### src/rtl/an_res_pkg.sv
package an_res_pkg;

  // number of technology abilities, fixed by the priority order
  localparam int NUM_ABIL = 5;

  // ability index inside the extracted field (field bit 0 = lowest)
  localparam int IDX_10HD = 0;
  localparam int IDX_10FD = 1;
  localparam int IDX_TXHD = 2;
  localparam int IDX_TXFD = 3;
  localparam int IDX_T4   = 4;

  typedef enum logic [2:0] {
    MD_NONE = 3'd0,
    MD_10HD = 3'd1,
    MD_10FD = 3'd2,
    MD_TXHD = 3'd3,
    MD_T4   = 3'd4,
    MD_TXFD = 3'd5
  } an_mode_e;

  typedef struct packed {
    logic speed100;
    logic fdx;
    logic t4;
    logic none;
  } an_attr_t;

  // rank 0 is the highest priority; returns the ability index it tests
  function automatic int rank_to_idx(input int rank);
    case (rank)
      0:       return IDX_TXFD;
      1:       return IDX_T4;
      2:       return IDX_TXHD;
      3:       return IDX_10FD;
      default: return IDX_10HD;
    endcase
  endfunction

  function automatic an_mode_e rank_to_mode(input int rank);
    case (rank)
      0:       return MD_TXFD;
      1:       return MD_T4;
      2:       return MD_TXHD;
      3:       return MD_10FD;
      default: return MD_10HD;
    endcase
  endfunction

  function automatic an_attr_t mode_attr(input an_mode_e m);
    an_attr_t a;
    a = '0;
    case (m)
      MD_TXFD: begin a.speed100 = 1'b1; a.fdx = 1'b1; end
      MD_T4:   begin a.speed100 = 1'b1; a.t4  = 1'b1; end
      MD_TXHD: begin a.speed100 = 1'b1; end
      MD_10FD: begin a.fdx = 1'b1; end
      MD_10HD: begin end
      default: begin a.none = 1'b1; end
    endcase
    return a;
  endfunction

endpackage

### src/rtl/an_ability_extract.sv
module an_ability_extract #(
  parameter int WORD_W   = 16,
  parameter int ABIL_LSB = 5,
  parameter int SEL_W    = 5,
  parameter int SEL_CSMA = 1
) (
  input  logic [WORD_W-1:0]              adv_word,
  input  logic [WORD_W-1:0]              lp_word,
  output logic [an_res_pkg::NUM_ABIL-1:0] common,
  output logic                           sel_ok
);
  localparam int ABIL_MSB = ABIL_LSB + an_res_pkg::NUM_ABIL - 1;

  logic [an_res_pkg::NUM_ABIL-1:0] adv_abil;
  logic [an_res_pkg::NUM_ABIL-1:0] lp_abil;
  logic [SEL_W-1:0]                lp_sel;

  assign adv_abil = adv_word[ABIL_MSB:ABIL_LSB];
  assign lp_abil  = lp_word[ABIL_MSB:ABIL_LSB];
  assign lp_sel   = lp_word[SEL_W-1:0];

  assign common = adv_abil & lp_abil;
  assign sel_ok = (lp_sel == SEL_W'(SEL_CSMA));

  // local selector and control bits take no part in the decision
  logic unused_bits;
  assign unused_bits = ^{adv_word[WORD_W-1:ABIL_MSB+1], adv_word[ABIL_LSB-1:0],
                         lp_word[WORD_W-1:ABIL_MSB+1]};
endmodule

### src/rtl/an_prio_pick.sv
module an_prio_pick
  import an_res_pkg::*;
(
  input  logic [NUM_ABIL-1:0] common,
  input  logic                sel_ok,
  output logic [NUM_ABIL-1:0] grant,
  output an_mode_e            mode
);
  logic [NUM_ABIL-1:0] hit;
  logic [NUM_ABIL:0]   blocked;

  assign blocked[0] = ~sel_ok;

  for (genvar r = 0; r < NUM_ABIL; r++) begin : g_rank
    assign hit[r]       = common[rank_to_idx(r)];
    assign grant[r]     = hit[r] & ~blocked[r];
    assign blocked[r+1] = blocked[r] | hit[r];
  end

  always_comb begin
    mode = MD_NONE;
    for (int r = NUM_ABIL - 1; r >= 0; r--) begin
      if (grant[r]) mode = rank_to_mode(r);
    end
  end
endmodule

### src/rtl/an_result_reg.sv
module an_result_reg
  import an_res_pkg::*;
(
  input  logic     clk,
  input  logic     rst_n,
  input  logic     load,
  input  an_mode_e mode,
  input  logic     rfault_in,
  output logic     res_valid,
  output an_attr_t attr_q,
  output logic     rfault_q
);
  an_attr_t attr_d;
  assign attr_d = mode_attr(mode);

  always_ff @(posedge clk or negedge rst_n) begin
    if (!rst_n) begin
      res_valid <= 1'b0;
      attr_q    <= '0;
      rfault_q  <= 1'b0;
    end else begin
      res_valid <= load;
      if (load) begin
        attr_q   <= attr_d;
        rfault_q <= rfault_in;
      end
    end
  end

  a_r8_hold: assert property (@(posedge clk) disable iff (!rst_n)
    !load |=> $stable({attr_q, rfault_q}));
endmodule

### src/rtl/an_resolver.sv
module an_resolver #(
  parameter int WORD_W   = 16,
  parameter int ABIL_LSB = 5,
  parameter int SEL_W    = 5,
  parameter int SEL_CSMA = 1,
  parameter int RFLT_BIT = 13
) (
  input  logic              clk,
  input  logic              rst_n,
  input  logic [WORD_W-1:0] adv_word,
  input  logic [WORD_W-1:0] lp_word,
  input  logic              an_done,
  output logic              res_valid,
  output logic              res_speed100,
  output logic              res_full_duplex,
  output logic              res_t4,
  output logic              res_no_common,
  output logic              res_rfault
);
  import an_res_pkg::*;

  logic [NUM_ABIL-1:0] common;
  logic                sel_ok;
  logic [NUM_ABIL-1:0] grant;
  an_mode_e            mode;
  an_attr_t            attr_q;

  an_ability_extract #(
    .WORD_W(WORD_W), .ABIL_LSB(ABIL_LSB), .SEL_W(SEL_W), .SEL_CSMA(SEL_CSMA)
  ) u_extract (
    .adv_word(adv_word), .lp_word(lp_word), .common(common), .sel_ok(sel_ok)
  );

  an_prio_pick u_pick (
    .common(common), .sel_ok(sel_ok), .grant(grant), .mode(mode)
  );

  an_result_reg u_reg (
    .clk(clk), .rst_n(rst_n), .load(an_done), .mode(mode),
    .rfault_in(lp_word[RFLT_BIT]), .res_valid(res_valid),
    .attr_q(attr_q), .rfault_q(res_rfault)
  );

  assign res_speed100    = attr_q.speed100;
  assign res_full_duplex = attr_q.fdx;
  assign res_t4          = attr_q.t4;
  assign res_no_common   = attr_q.none;

  a_r3_grant_onehot: assert property (@(posedge clk) disable iff (!rst_n)
    $onehot0(grant));
  a_r6_none_excl: assert property (@(posedge clk) disable iff (!rst_n)
    res_no_common |-> !(res_speed100 || res_full_duplex || res_t4));
  a_r4_t4_attrs: assert property (@(posedge clk) disable iff (!rst_n)
    res_t4 |-> (res_speed100 && !res_full_duplex));
  a_r7_bad_sel: assert property (@(posedge clk) disable iff (!rst_n)
    (an_done && lp_word[SEL_W-1:0] != SEL_W'(SEL_CSMA)) |=> res_no_common);
  a_r8_valid_pulse: assert property (@(posedge clk) disable iff (!rst_n)
    an_done |=> res_valid);
  a_r8_valid_quiet: assert property (@(posedge clk) disable iff (!rst_n)
    !an_done |=> !res_valid);
  a_r9_fault_capture: assert property (@(posedge clk) disable iff (!rst_n)
    an_done |=> (res_rfault == $past(lp_word[RFLT_BIT])));
endmodule

### config.mk
export PLATFORM = sky130hd
export DESIGN_NAME = an_resolver
export DESIGN_NICKNAME = d
export VERILOG_FILES = /design/src/rtl/an_res_pkg.sv /design/src/rtl/an_ability_extract.sv /design/src/rtl/an_prio_pick.sv /design/src/rtl/an_result_reg.sv /design/src/rtl/an_resolver.sv
export SDC_FILE = /design/constraint.sdc
export NUM_CORES = 1
export LEC_CHECK = 0
export BUFFER_PORTS_ARGS = -buffer_cell sky130_fd_sc_hd__buf_2
export CAP_MARGIN = 20
export CORE_AREA = 2 2 39 41
export CTS_CLUSTER_DIAMETER = 100
export DETAILED_ROUTE_END_ITERATION = 16
export DIE_AREA = 0 0 41 43
export MAX_ROUTING_LAYER = met4
export PLACE_DENSITY = 0.68
export RECOVER_POWER = 50
export REMOVE_ABC_BUFFERS = 1
export SYNTH_ARGS = -nofsm -noshare
export SYNTH_HDL_FRONTEND = slang
export SYNTH_SLANG_ARGS = --single-unit
### constraint.sdc
create_clock -name clk -period 1.9 [get_ports clk]
set_clock_uncertainty 0.2 [all_clocks]
set_input_delay 0 -clock clk [delete_from_list [all_inputs] [get_ports clk]]
set_output_delay 0 -clock clk [all_outputs]
set_load 0.03 [all_outputs]
==> flow_summary.json, run 1 <==
{
  "data_required_critical_path_ns": 1.83,
  "mostFrequentLayoutCell": "buf_2",
  "critPathArrivalTime_ns": 1.69,
  "cts-resized-gates": 0,
  "min_path_type": "primary input to flip-flop",
  "clk_pin_slew_worst_paths_ns": 0.04,
  "setup.worst_path.end_class": "flip-flop",
  "critical_path_depth": 6,
  "slew_at_the_pin_with_the_worst_max_slew_slack_ns": 0.3921,
  "max-slew-margin-rel": 0.7386,
  "path_cells": "dlygate4sd3_1, buf_2, a22oi_2, a32o_1, dlygate4sd3_1, a31o_1",
  "post-route-min-period_ns": 1.760,
  "power_leakage_nw": 0.2696,
  "timing.critical_path.mode_cell": "dlygate4sd3_1",
  "clock_path_buffers": 2,
  "cts_root_buffer": "clkbuf_4",
  "count_of_different_cell_masters_after_synthesis": 18,
  "fin_crit_sh": 0.9263,
  "post_dp_cell_area_sq_um": 434.2,
  "global_route_wire_length_before_repair_um": 1311,
  "maximum_cell_stage_delay_along_the_critical_path_ns": 0.55,
  "multiInputGateArea_sq_um": 140.1,
  "final.fill_count": 138,
  "detailed_place_hpwl_um": 582,
  "reg2regPathDepth": 2,
  "critPathLaunchType": "primary input",
  "tritoncts": "yes",
  "postRouteWirelength_um": 803,
  "synth.yosys.seq_area_share": 0.5021,
  "hold_critical_path_depth": 3,
  "initial_core_util": 0.2161,
  "grt_setup_unrepaired": "no",
  "synth_top_cell_by_area": "dfrtp_1",
  "ys_top_cells_by_area": "dfrtp_1, nor4_4, a22oi_2",
  "tritoncts.num_buffers": 3,
  "detailedRoute.firstPassIterationCount": 2,
  "yosys.area.top_type_share": 0.5021,
  "slew_viol_final": 0,
  "worstPathBufferInverterCount": 3,
  "cts_num_sinks": 6,
  "boundaryPins": 41,
  "row_count": 14,
  "grt-ovfl-total": 0,
  "routed-via-count": 344,
  "grt_antenna_before_repair": 0,
  "critPathSlowestCell": "dlygate4sd3_1",
  "synth_top_family_by_area": "simple AND/OR/NAND/NOR gates",
  "wl_per_cell_um": 10.04,
  "report.final.hold_viol_count": 0,
  "avgViaCountPerCell": 4.300,
  "starting_drc_count_in_detailed_routing": 2,
  "finalSetupTns_ns": 0,
  "design_area_sq_um": 578.1,
  "synthCells": 25,
  "num-nets-final": 101,
  "power-per-cell-area_mw_per_mm2": 561.1,
  "clock.fmax_mhz": 568.2,
  "die-area_sq_mm": 0.001763,
  "drive_gt1_frac": 0.3906,
  "place.gp.congestion": 0.6551,
  "worst-path-max-fanout": 2,
  "drcViolationCount": 0,
  "synth.avg_cell_area_sq_um": 11.96,
  "max_cap_viol_count": 0,
  "die_x_extent_um": 41,
  "cpLargestDelayFamily": "buffers and inverters",
  "synthXorXnorAreaFrac": 0,
  "synthesized_area_fraction_occupied_by_adder_cells": 0,
  "grt_start_max_net_pins": 11,
  "final-setup-viol-count": 0,
  "worst_skew_pair.late_latency_ns": 0.24,
  "status": "completed",
  "worst-r2r-setup-slack_ns": 0.87,
  "yosys_register_bits": 6,
  "core_area_sq_mm": 0.001384,
  "synth_compound_area_frac": 0.2092,
  "timing.setup.critical_path_class": "primary input to flip-flop",
  "ant_nets": 0,
  "die_height_um": 43,
  "most_used_cells_in_the_layout_excluding_fill_and_tap_cells": "buf_2, dlygate4sd3_1, clkbuf_1, dfrtp_1, clkbuf_4",
  "area_delta_synth_final_pct": 93.31,
  "syn_area_sq_um": 299.0,
  "n_antenna_cell": 0,
  "hold_ws_ns": 0.01054,
  "placement.io_buffers": 24,
  "grt_util_all_layers": 0.1147,
  "ys_warn_count": 0,
  "number_of_global_route_vias_before_repair": 353,
  "post_synth_mux_area_share": 0.03766,
  "vdd_ir_drop_max_uv": 217.6,
  "area.sequential_sq_um": 150.1,
  "htree_levels": 1,
  "synth_simple_gate_area_share": 0.2218
}
-- registers in the layout, summed over array words and instances (netlist names) --
name and flops:
u_reg.attr_q 4, u_reg.rfault_q 1, u_reg.res_valid 1
-- power breakdown --
group / switching [W] / total [W] / internal [W]
Clock: 0.0000428 / 0.000114 / 0.0000712
Combinational: 0.0000335 / 0.0000758 / 0.0000424
Sequential: 0.00000192 / 0.000134 / 0.000133
Total: 0.0000781 / 0.000324 / 0.000246
-- worst min-delay path, delay by kind of cell --
| family | cells | cell delay, ns |
|---|---|---|
| buffers and inverters | 1 | 0.09 |
| AND/OR/NAND/NOR | 1 | 0.20 |
| AO/OA/AOI/OAI | 1 | 0.12 |
-- Yosys cell counts, drive strengths merged --
cell / number
dfrtp: 6
a22oi: 2
a31o: 2
nand2: 2
nor2b: 2
a22o: 1
a31oi: 1
a32o: 1
and4: 1
buf: 1
inv: 1
mux2: 1
nand2b: 1
nand3: 1
nor2: 1
nor4: 1
-- final timing paths --
kind                                 startpoint         endpoint
worst min register to register   u_reg.rfault_q   u_reg.rfault_q
worst min-delay path                 lp_word[9]  u_reg.attr_q[1]
min in group asynchronous                 rst_n  u_reg.attr_q[3]
worst max register to register  u_reg.attr_q[3]  u_reg.attr_q[3]
max in group asynchronous                 rst_n  u_reg.attr_q[0]
worst max-delay path                 lp_word[7]  u_reg.attr_q[2]
-- per-stage QoR --
| stage | setup slack (ns) | instances | power, W | utilization |
|---|---|---|---|---|
| finish | 0.1400 | 80 | 0.0003244 | 0.4177 |
| global route | 0.09839 | 80 | 0.0003523 | 0.4177 |
| CTS | 0.1530 | 80 | 0.0003330 | 0.4241 |
| detailed placement | 0.9017 | 64 | 0.0001923 | 0.3137 |
| global placement | 0.9052 | 64 | 0.0001907 | 0.3137 |
| floorplan | 0.7493 | 24 | 0.0001595 | - |
-- repair_timing --
| item | 4_1_cts | 5_1_grt |
|---|---|---|
| hold endpoints to repair | 12 | 0 |
| hold buffers | 13 | 0 |
| buffers inserted | 0 | 0 |
-- layer usage --
layer  track usage  routed length [um]  part of all wire  vias to the layer above
met4        0.1000                   0                 0                        0
met5             -                   0                 0                        -
li1              -                   -                 -                      172
met1        0.1270                 324              0.40                      156
met2        0.1688                 424              0.53                       16
met3       0.01571                  54             0.067                        0
-- area by class of cell --
cell class / count / share of cell area
timing repair buffer: 37 / 0.4177
clock buffer: 3 / 0.03896
inverter: 1 / 0.006494
sequential: 6 / 0.2597
multi-input combinational: 17 / 0.2424
tap: 16 / 0.03463
-- kinds of logic (layout without fill, tap and decap cells) --
family	Yosys count	count (layout)
buffers and inverters	2	41
muxes	1	1
AOI/OAI and AO/OA	7	7
and+or+nand+nor	9	9
DFF	6	6
Note: power is estimated with default switching activity, not from simulation.
==> run 2, diff against run 1 <==
- CELL_PAD_IN_SITES_DETAIL_PLACEMENT: unset -> 0
- CELL_PAD_IN_SITES_GLOBAL_PLACEMENT: unset -> 1
- CORE_AREA: 2 2 39 41 -> unset
- CORE_MARGIN: unset -> 1
- CORE_UTILIZATION: unset -> 19
- DIE_AREA: 0 0 41 43 -> unset
- PLACE_DENSITY: 0.68 -> 0.84
==> run 2 against run 1 <==
Non-clock buffer count grew 2. Global-route usage is essentially flat. Clock power grew 5%. Combinational power grew 4.1%. Die area shrank 1.5%. Fmax shrank 1.0%. Sequential cell count is the same. First-iteration DRC count grew 100%. Largest cell class unchanged.
==> flow_summary.json, run 2 (same netlist as run 1, synthesis figures left out) <==
{
  "final-setup-viol-count": 0,
  "clock_path_buffers": 2,
  "die-area_sq_mm": 0.001736,
  "slew_viol_final": 0,
  "placement.io_buffers": 24,
  "reg_top3": "u_reg.attr_q (4), u_reg.res_valid (1), u_reg.rfault_q (1)",
  "grt_start_max_net_pins": 11,
  "postCtsSetupRepairBufs": 0,
  "min_path_type": "flip-flop to flip-flop",
  "tritoncts": "yes",
  "final.fill_count": 138,
  "number_of_global_route_vias_before_repair": 385,
  "worstPathBufferInverterCount": 3,
  "cts_hold_buf": 15,
  "total_switching_power_w": 0.00008375,
  "boundaryPins": 41,
  "power.share.sequential": 0.403,
  "critPathLaunchType": "primary input",
  "internal_power_w": 0.0002490,
  "critPathSlowestCell": "dlygate4sd3_1",
  "power-per-cell-area_mw_per_mm2": 556.3,
  "worst-r2r-setup-slack_ns": 0.88,
  "drive_gt1_frac": 0.3939,
  "area_delta_synth_final_pct": 100.0,
  "post-route-min-period_ns": 1.779,
  "initial_core_util": 0.2163,
  "regMostFlops": "u_reg.attr_q",
  "report.final.hold_viol_count": 0,
  "row_count": 13,
  "critical_path.startpoint": "lp_word[9]",
  "detailedRoute.firstPassIterationCount": 2,
  "starting_drc_count_in_detailed_routing": 4,
  "cpLargestDelayFamily": "buffers and inverters",
  "finalSetupTns_ns": 0,
  "fin_cells": 81,
  "drcViolationCount": 0,
  "largest_reg_flops": 4,
  "reg2regPathDepth": 2,
  "die_height_um": 41.67,
  "clock.fmax_mhz": 562.3,
  "global_route_wire_length_before_repair_um": 1435,
  "fraction_of_power_consumed_by_combinational_cells": 0.237,
  "max_cap_viol_count": 0,
  "max-slew-margin-rel": 0.7527,
  "clk_pin_slew_worst_paths_ns": 0.05,
  "proportion_of_power_drawn_by_the_clock_network": 0.360,
  "r2r_end": "u_reg.attr_q[3]",
  "place.gp.congestion": 0.6331,
  "switching_share": 0.2517,
  "path_cells": "dlygate4sd3_1, buf_2, a22oi_2, a32o_1, dlygate4sd3_1, a31o_1",
  "power_leakage_nw": 0.2829,
  "setup.worst_path.end_class": "flip-flop",
  "maximum_cell_stage_delay_along_the_critical_path_ns": 0.55,
  "mostFrequentLayoutCell": "buf_2",
  "slew_at_the_pin_with_the_worst_max_slew_slack_ns": 0.3725,
  "min_delay_worst_endpoint": "u_reg.rfault_q",
  "most_used_cells_in_the_layout_excluding_fill_and_tap_cells": "buf_2, dlygate4sd3_1, clkbuf_1, dfrtp_1, clkbuf_4",
  "cts_num_sinks": 6,
  "tritoncts.num_buffers": 3,
  "worst_skew_pair.late_latency_ns": 0.24,
  "grt-ovfl-total": 0,
  "grt_antenna_before_repair": 0,
  "cts_root_buffer": "clkbuf_4",
  "fin_crit_sh": 0.9361,
  "timing.critical_path.mode_cell": "dlygate4sd3_1",
  "timing.hold.worst.start": "u_reg.rfault_q",
  "cts-resized-gates": 0,
  "grt_setup_unrepaired": "no",
  "vdd_ir_drop_max_uv": 235.2,
  "data_required_critical_path_ns": 1.83,
  "worst-path-max-fanout": 2,
  "routed-via-count": 357,
  "ant_nets": 0,
  "htree_levels": 1,
  "dp_cells": 63,
  "die_x_extent_um": 41.67,
  "avgViaCountPerCell": 4.407,
  "grt_util_all_layers": 0.1147,
  "status": "completed",
  "wl_per_cell_um": 10.25,
  "critical_path.reg2reg.startpoint": "u_reg.attr_q[3]",
  "hold_critical_path_depth": 1,
  "timing.setup.critical_path_class": "primary input to flip-flop",
  "core_area_sq_mm": 0.001383,
  "n_antenna_cell": 0,
  "num-nets-final": 103,
  "critPathArrivalTime_ns": 1.71,
  "postRouteWirelength_um": 830
}
-- run 2: cell count changes in the layout (fill, tap and decap cells not counted) --
cell / previous run / this run
clkbuf_1: 7 / 6
dlygate4sd3_1: 13 / 15
buf_2: 17 / 18
-- run 2: layout make-up --
class	count	area [sq um]	area share
tap	15	18.77	0.03138
multi-input combinational	17	140.1	0.2343
inverter	1	3.754	0.006276
timing repair buffer	39	262.8	0.4393
clock buffer	3	22.52	0.03766
sequential	6	150.1	0.2510
-- run 2: how the worst max path moves through the flow --
stage,endpoint,cells after the start
2_1_floorplan,u_reg.attr_q[3],2
3_3_place_gp,u_reg.attr_q[3],2
3_5_place_dp,u_reg.attr_q[3],2
4_1_cts,u_reg.attr_q[2],6
5_1_grt,u_reg.attr_q[3],6
6_report,u_reg.attr_q[2],6
-- run 2: per-layer routing --
layer  vias up  global-route usage  share of wire
met3         2             0.04783           0.10
met4         0             0.07742         0.0096
met1       158              0.1064           0.36
met5         -                   -              0
met2        20              0.1906           0.53
li1        177                   -              -
-- run 2: worst register-to-register path, stage by stage (launching register included) --
cell and delay (ns):
dfrtp_1 0.37, nor2b_1 0.13, a31o_2 0.21
-- run 2: power groups by stage --
stage	Combinational (W)	Clock [W]	Sequential, W
after detailed placement	0.0000562	0	0.000136
after global placement	0.0000550	0	0.000136
after global routing	0.0000865	0.000133	0.000135
after floorplan	0.0000145	0	0.000145
after CTS	0.0000805	0.000128	0.000134
final	0.0000789	0.000120	0.000134
-- run 2: through the flow --
stage                     worst slack, ns  instance area, sq um  total power, W    util  hold WS (ns)
after global routing              0.05888                 598.1       0.0003544  0.4326        0.3294
after CTS                          0.1393                 605.6       0.0003422  0.4380        0.3015
final                              0.1214                 598.1       0.0003327  0.4326        0.3013
after global placement             0.8975                 432.9       0.0001907  0.3131       -0.3738
after detailed placement           0.8962                 432.9       0.0001920  0.3131       -0.3677
after floorplan                    0.7493                 294.0       0.0001595       -       -0.4956
==> run 3, diff against run 2 <==
- PLACE_DENSITY: 0.84 -> 0.76
==> run 3 against run 2 <==
Cell area did not move. Global-route usage fell by 0.80 points. Die area did not move. Critical path depth did not move. Fmax fell by 0.44%. Setup slack got worse by 0.0078 ns. Critical endpoint unchanged. Largest power group unchanged.
==> flow_summary.json, run 3 (same netlist as run 1, synthesis figures left out) <==
{
  "post-route-min-period_ns": 1.786,
  "core_area_sq_mm": 0.001383,
  "r2r_end": "u_reg.attr_q[3]",
  "tritoncts": "yes",
  "critPathArrivalTime_ns": 1.71,
  "max_cap_viol_count": 0,
  "worst_skew_pair.late_latency_ns": 0.24,
  "power_leakage_nw": 0.2829,
  "cts_num_sinks": 6,
  "max-slew-margin-rel": 0.7509,
  "place.gp.congestion": 0.6685,
  "postRouteWirelength_um": 770,
  "die_x_extent_um": 41.67,
  "path_cells": "dlygate4sd3_1, buf_2, a22oi_2, a32o_1, dlygate4sd3_1, a31o_1",
  "report.final.hold_viol_count": 0,
  "maximum_cell_stage_delay_along_the_critical_path_ns": 0.55,
  "routed-via-count": 347,
  "placement.io_buffers": 24,
  "die_height_um": 41.67,
  "reg_top3": "u_reg.attr_q (4), u_reg.res_valid (1), u_reg.rfault_q (1)",
  "cts_root_buffer": "clkbuf_4",
  "initial_core_util": 0.2163,
  "detailedRoute.firstPassIterationCount": 2,
  "design_power_total_w": 0.0003265,
  "area_delta_synth_final_pct": 100.0,
  "postCtsSetupRepairBufs": 0,
  "ant_nets": 0,
  "worst-path-max-fanout": 2,
  "tritoncts.num_buffers": 3,
  "reg2regPathDepth": 2,
  "global_route_wire_length_before_repair_um": 1352,
  "placement.setup.worst_slack_ns": 0.8906,
  "data_required_critical_path_ns": 1.83,
  "most_used_cells_in_the_layout_excluding_fill_and_tap_cells": "buf_2, dlygate4sd3_1, clkbuf_1, dfrtp_1, clkbuf_4",
  "final_core_utilization": 0.4326,
  "avgViaCountPerCell": 4.284,
  "final-setup-viol-count": 0,
  "num-nets-final": 103,
  "setup.worst_path.end_class": "flip-flop",
  "critical_path.reg2reg.startpoint": "u_reg.attr_q[3]",
  "grt_start_max_net_pins": 11,
  "min_path_type": "flip-flop to flip-flop",
  "htree_levels": 1,
  "critPathSlowestCell": "dlygate4sd3_1",
  "finalSetupTns_ns": 0,
  "status": "completed",
  "clk_pin_slew_worst_paths_ns": 0.04,
  "setup_ws_ns": 0.1136,
  "critPathLaunchType": "primary input",
  "grt_util_all_layers": 0.1067,
  "clock_path_buffers": 2,
  "slew_at_the_pin_with_the_worst_max_slew_slack_ns": 0.3753,
  "largest_reg_flops": 4,
  "timing.critical_path.mode_cell": "dlygate4sd3_1",
  "starting_drc_count_in_detailed_routing": 5,
  "grt_antenna_before_repair": 0,
  "fin_crit_sh": 0.9402,
  "drive_gt1_frac": 0.3939,
  "power-per-cell-area_mw_per_mm2": 545.9,
  "slew_viol_final": 0,
  "timing.setup.critical_path_class": "primary input to flip-flop",
  "clock.fmax_mhz": 559.8,
  "final.fill_count": 139,
  "regMostFlops": "u_reg.attr_q",
  "worst-r2r-setup-slack_ns": 0.88,
  "grt-ovfl-total": 0,
  "grt_setup_unrepaired": "no",
  "wl_per_cell_um": 9.506,
  "critical_path.startpoint": "lp_word[9]",
  "boundaryPins": 41,
  "timing.critical_path.to": "u_reg.attr_q[2]",
  "number_of_global_route_vias_before_repair": 363,
  "die-area_sq_mm": 0.001736,
  "vdd_ir_drop_max_uv": 183.4,
  "drcViolationCount": 0,
  "n_antenna_cell": 0,
  "row_count": 13,
  "mostFrequentLayoutCell": "buf_2"
}
## run 3: cell counts in the layout (fill, tap and decap cells not counted)
Identical to the previous run, type by type.
## run 3: critical path, delay by kind of cell
family / cells / cell delay [ns]
buffers and inverters: 3 / 1.18
AO/OA/AOI/OAI: 3 / 0.53
## run 3: area by class of cell
type,count,area [sq um],share of cell area
clock buffers,3,22.52,0.03766
inverters,1,3.754,0.006276
multi-input cells,17,140.1,0.2343
flip-flops and latches,6,150.1,0.2510
well taps,15,18.77,0.03138
repair buffers,39,262.8,0.4393
## run 3: worst min-delay path by stage
| stage | from | to | slack (ns) | depth (start not counted) |
|---|---|---|---|---|
| 5_1_grt | u_reg.attr_q[1] | u_reg.attr_q[1] | 0.32 | 1 |
| 2_1_floorplan | rst_n | u_reg.attr_q[0] | -0.50 | 0 |
| 6_report | u_reg.rfault_q | u_reg.rfault_q | 0.31 | 1 |
| 3_3_place_gp | rst_n | u_reg.rfault_q | -0.37 | 1 |
| 3_5_place_dp | rst_n | u_reg.res_valid | -0.37 | 1 |
| 4_1_cts | u_reg.attr_q[1] | u_reg.attr_q[1] | 0.31 | 1 |
## run 3: routing by layer
layer / part of all wire / vias up / GRT usage
met5: 0 / - / -
met4: 0.016 / 0 / 0.09677
met3: 0.055 / 2 / 0.01304
met2: 0.49 / 19 / 0.1719
met1: 0.44 / 150 / 0.1126
li1: - / 176 / -
## run 3: timing repair
item | in CTS | in global routing
gates resized for setup | 0 | 0
hold endpoints to repair | 12 | 0
hold buffers | 15 | 0
## run 3: report_power, final
| group | internal [W] | leakage [nW] | total (W) | switching [W] |
|---|---|---|---|---|
| Clock | 0.0000712 | 0.0138 | 0.000114 | 0.0000425 |
| Sequential | 0.000133 | 0.0740 | 0.000134 | 0.00000170 |
| Combinational | 0.0000449 | 0.195 | 0.0000785 | 0.0000336 |
## run 3: metrics by stage
step	hold slack [ns]	cell area, sq um	cells
after detailed placement	-0.3676	432.9	63
after global placement	-0.3716	432.9	63
after global routing	0.3192	598.1	81
final	0.3060	598.1	81
after floorplan	-0.4956	294.0	24
after CTS	0.3083	605.6	81
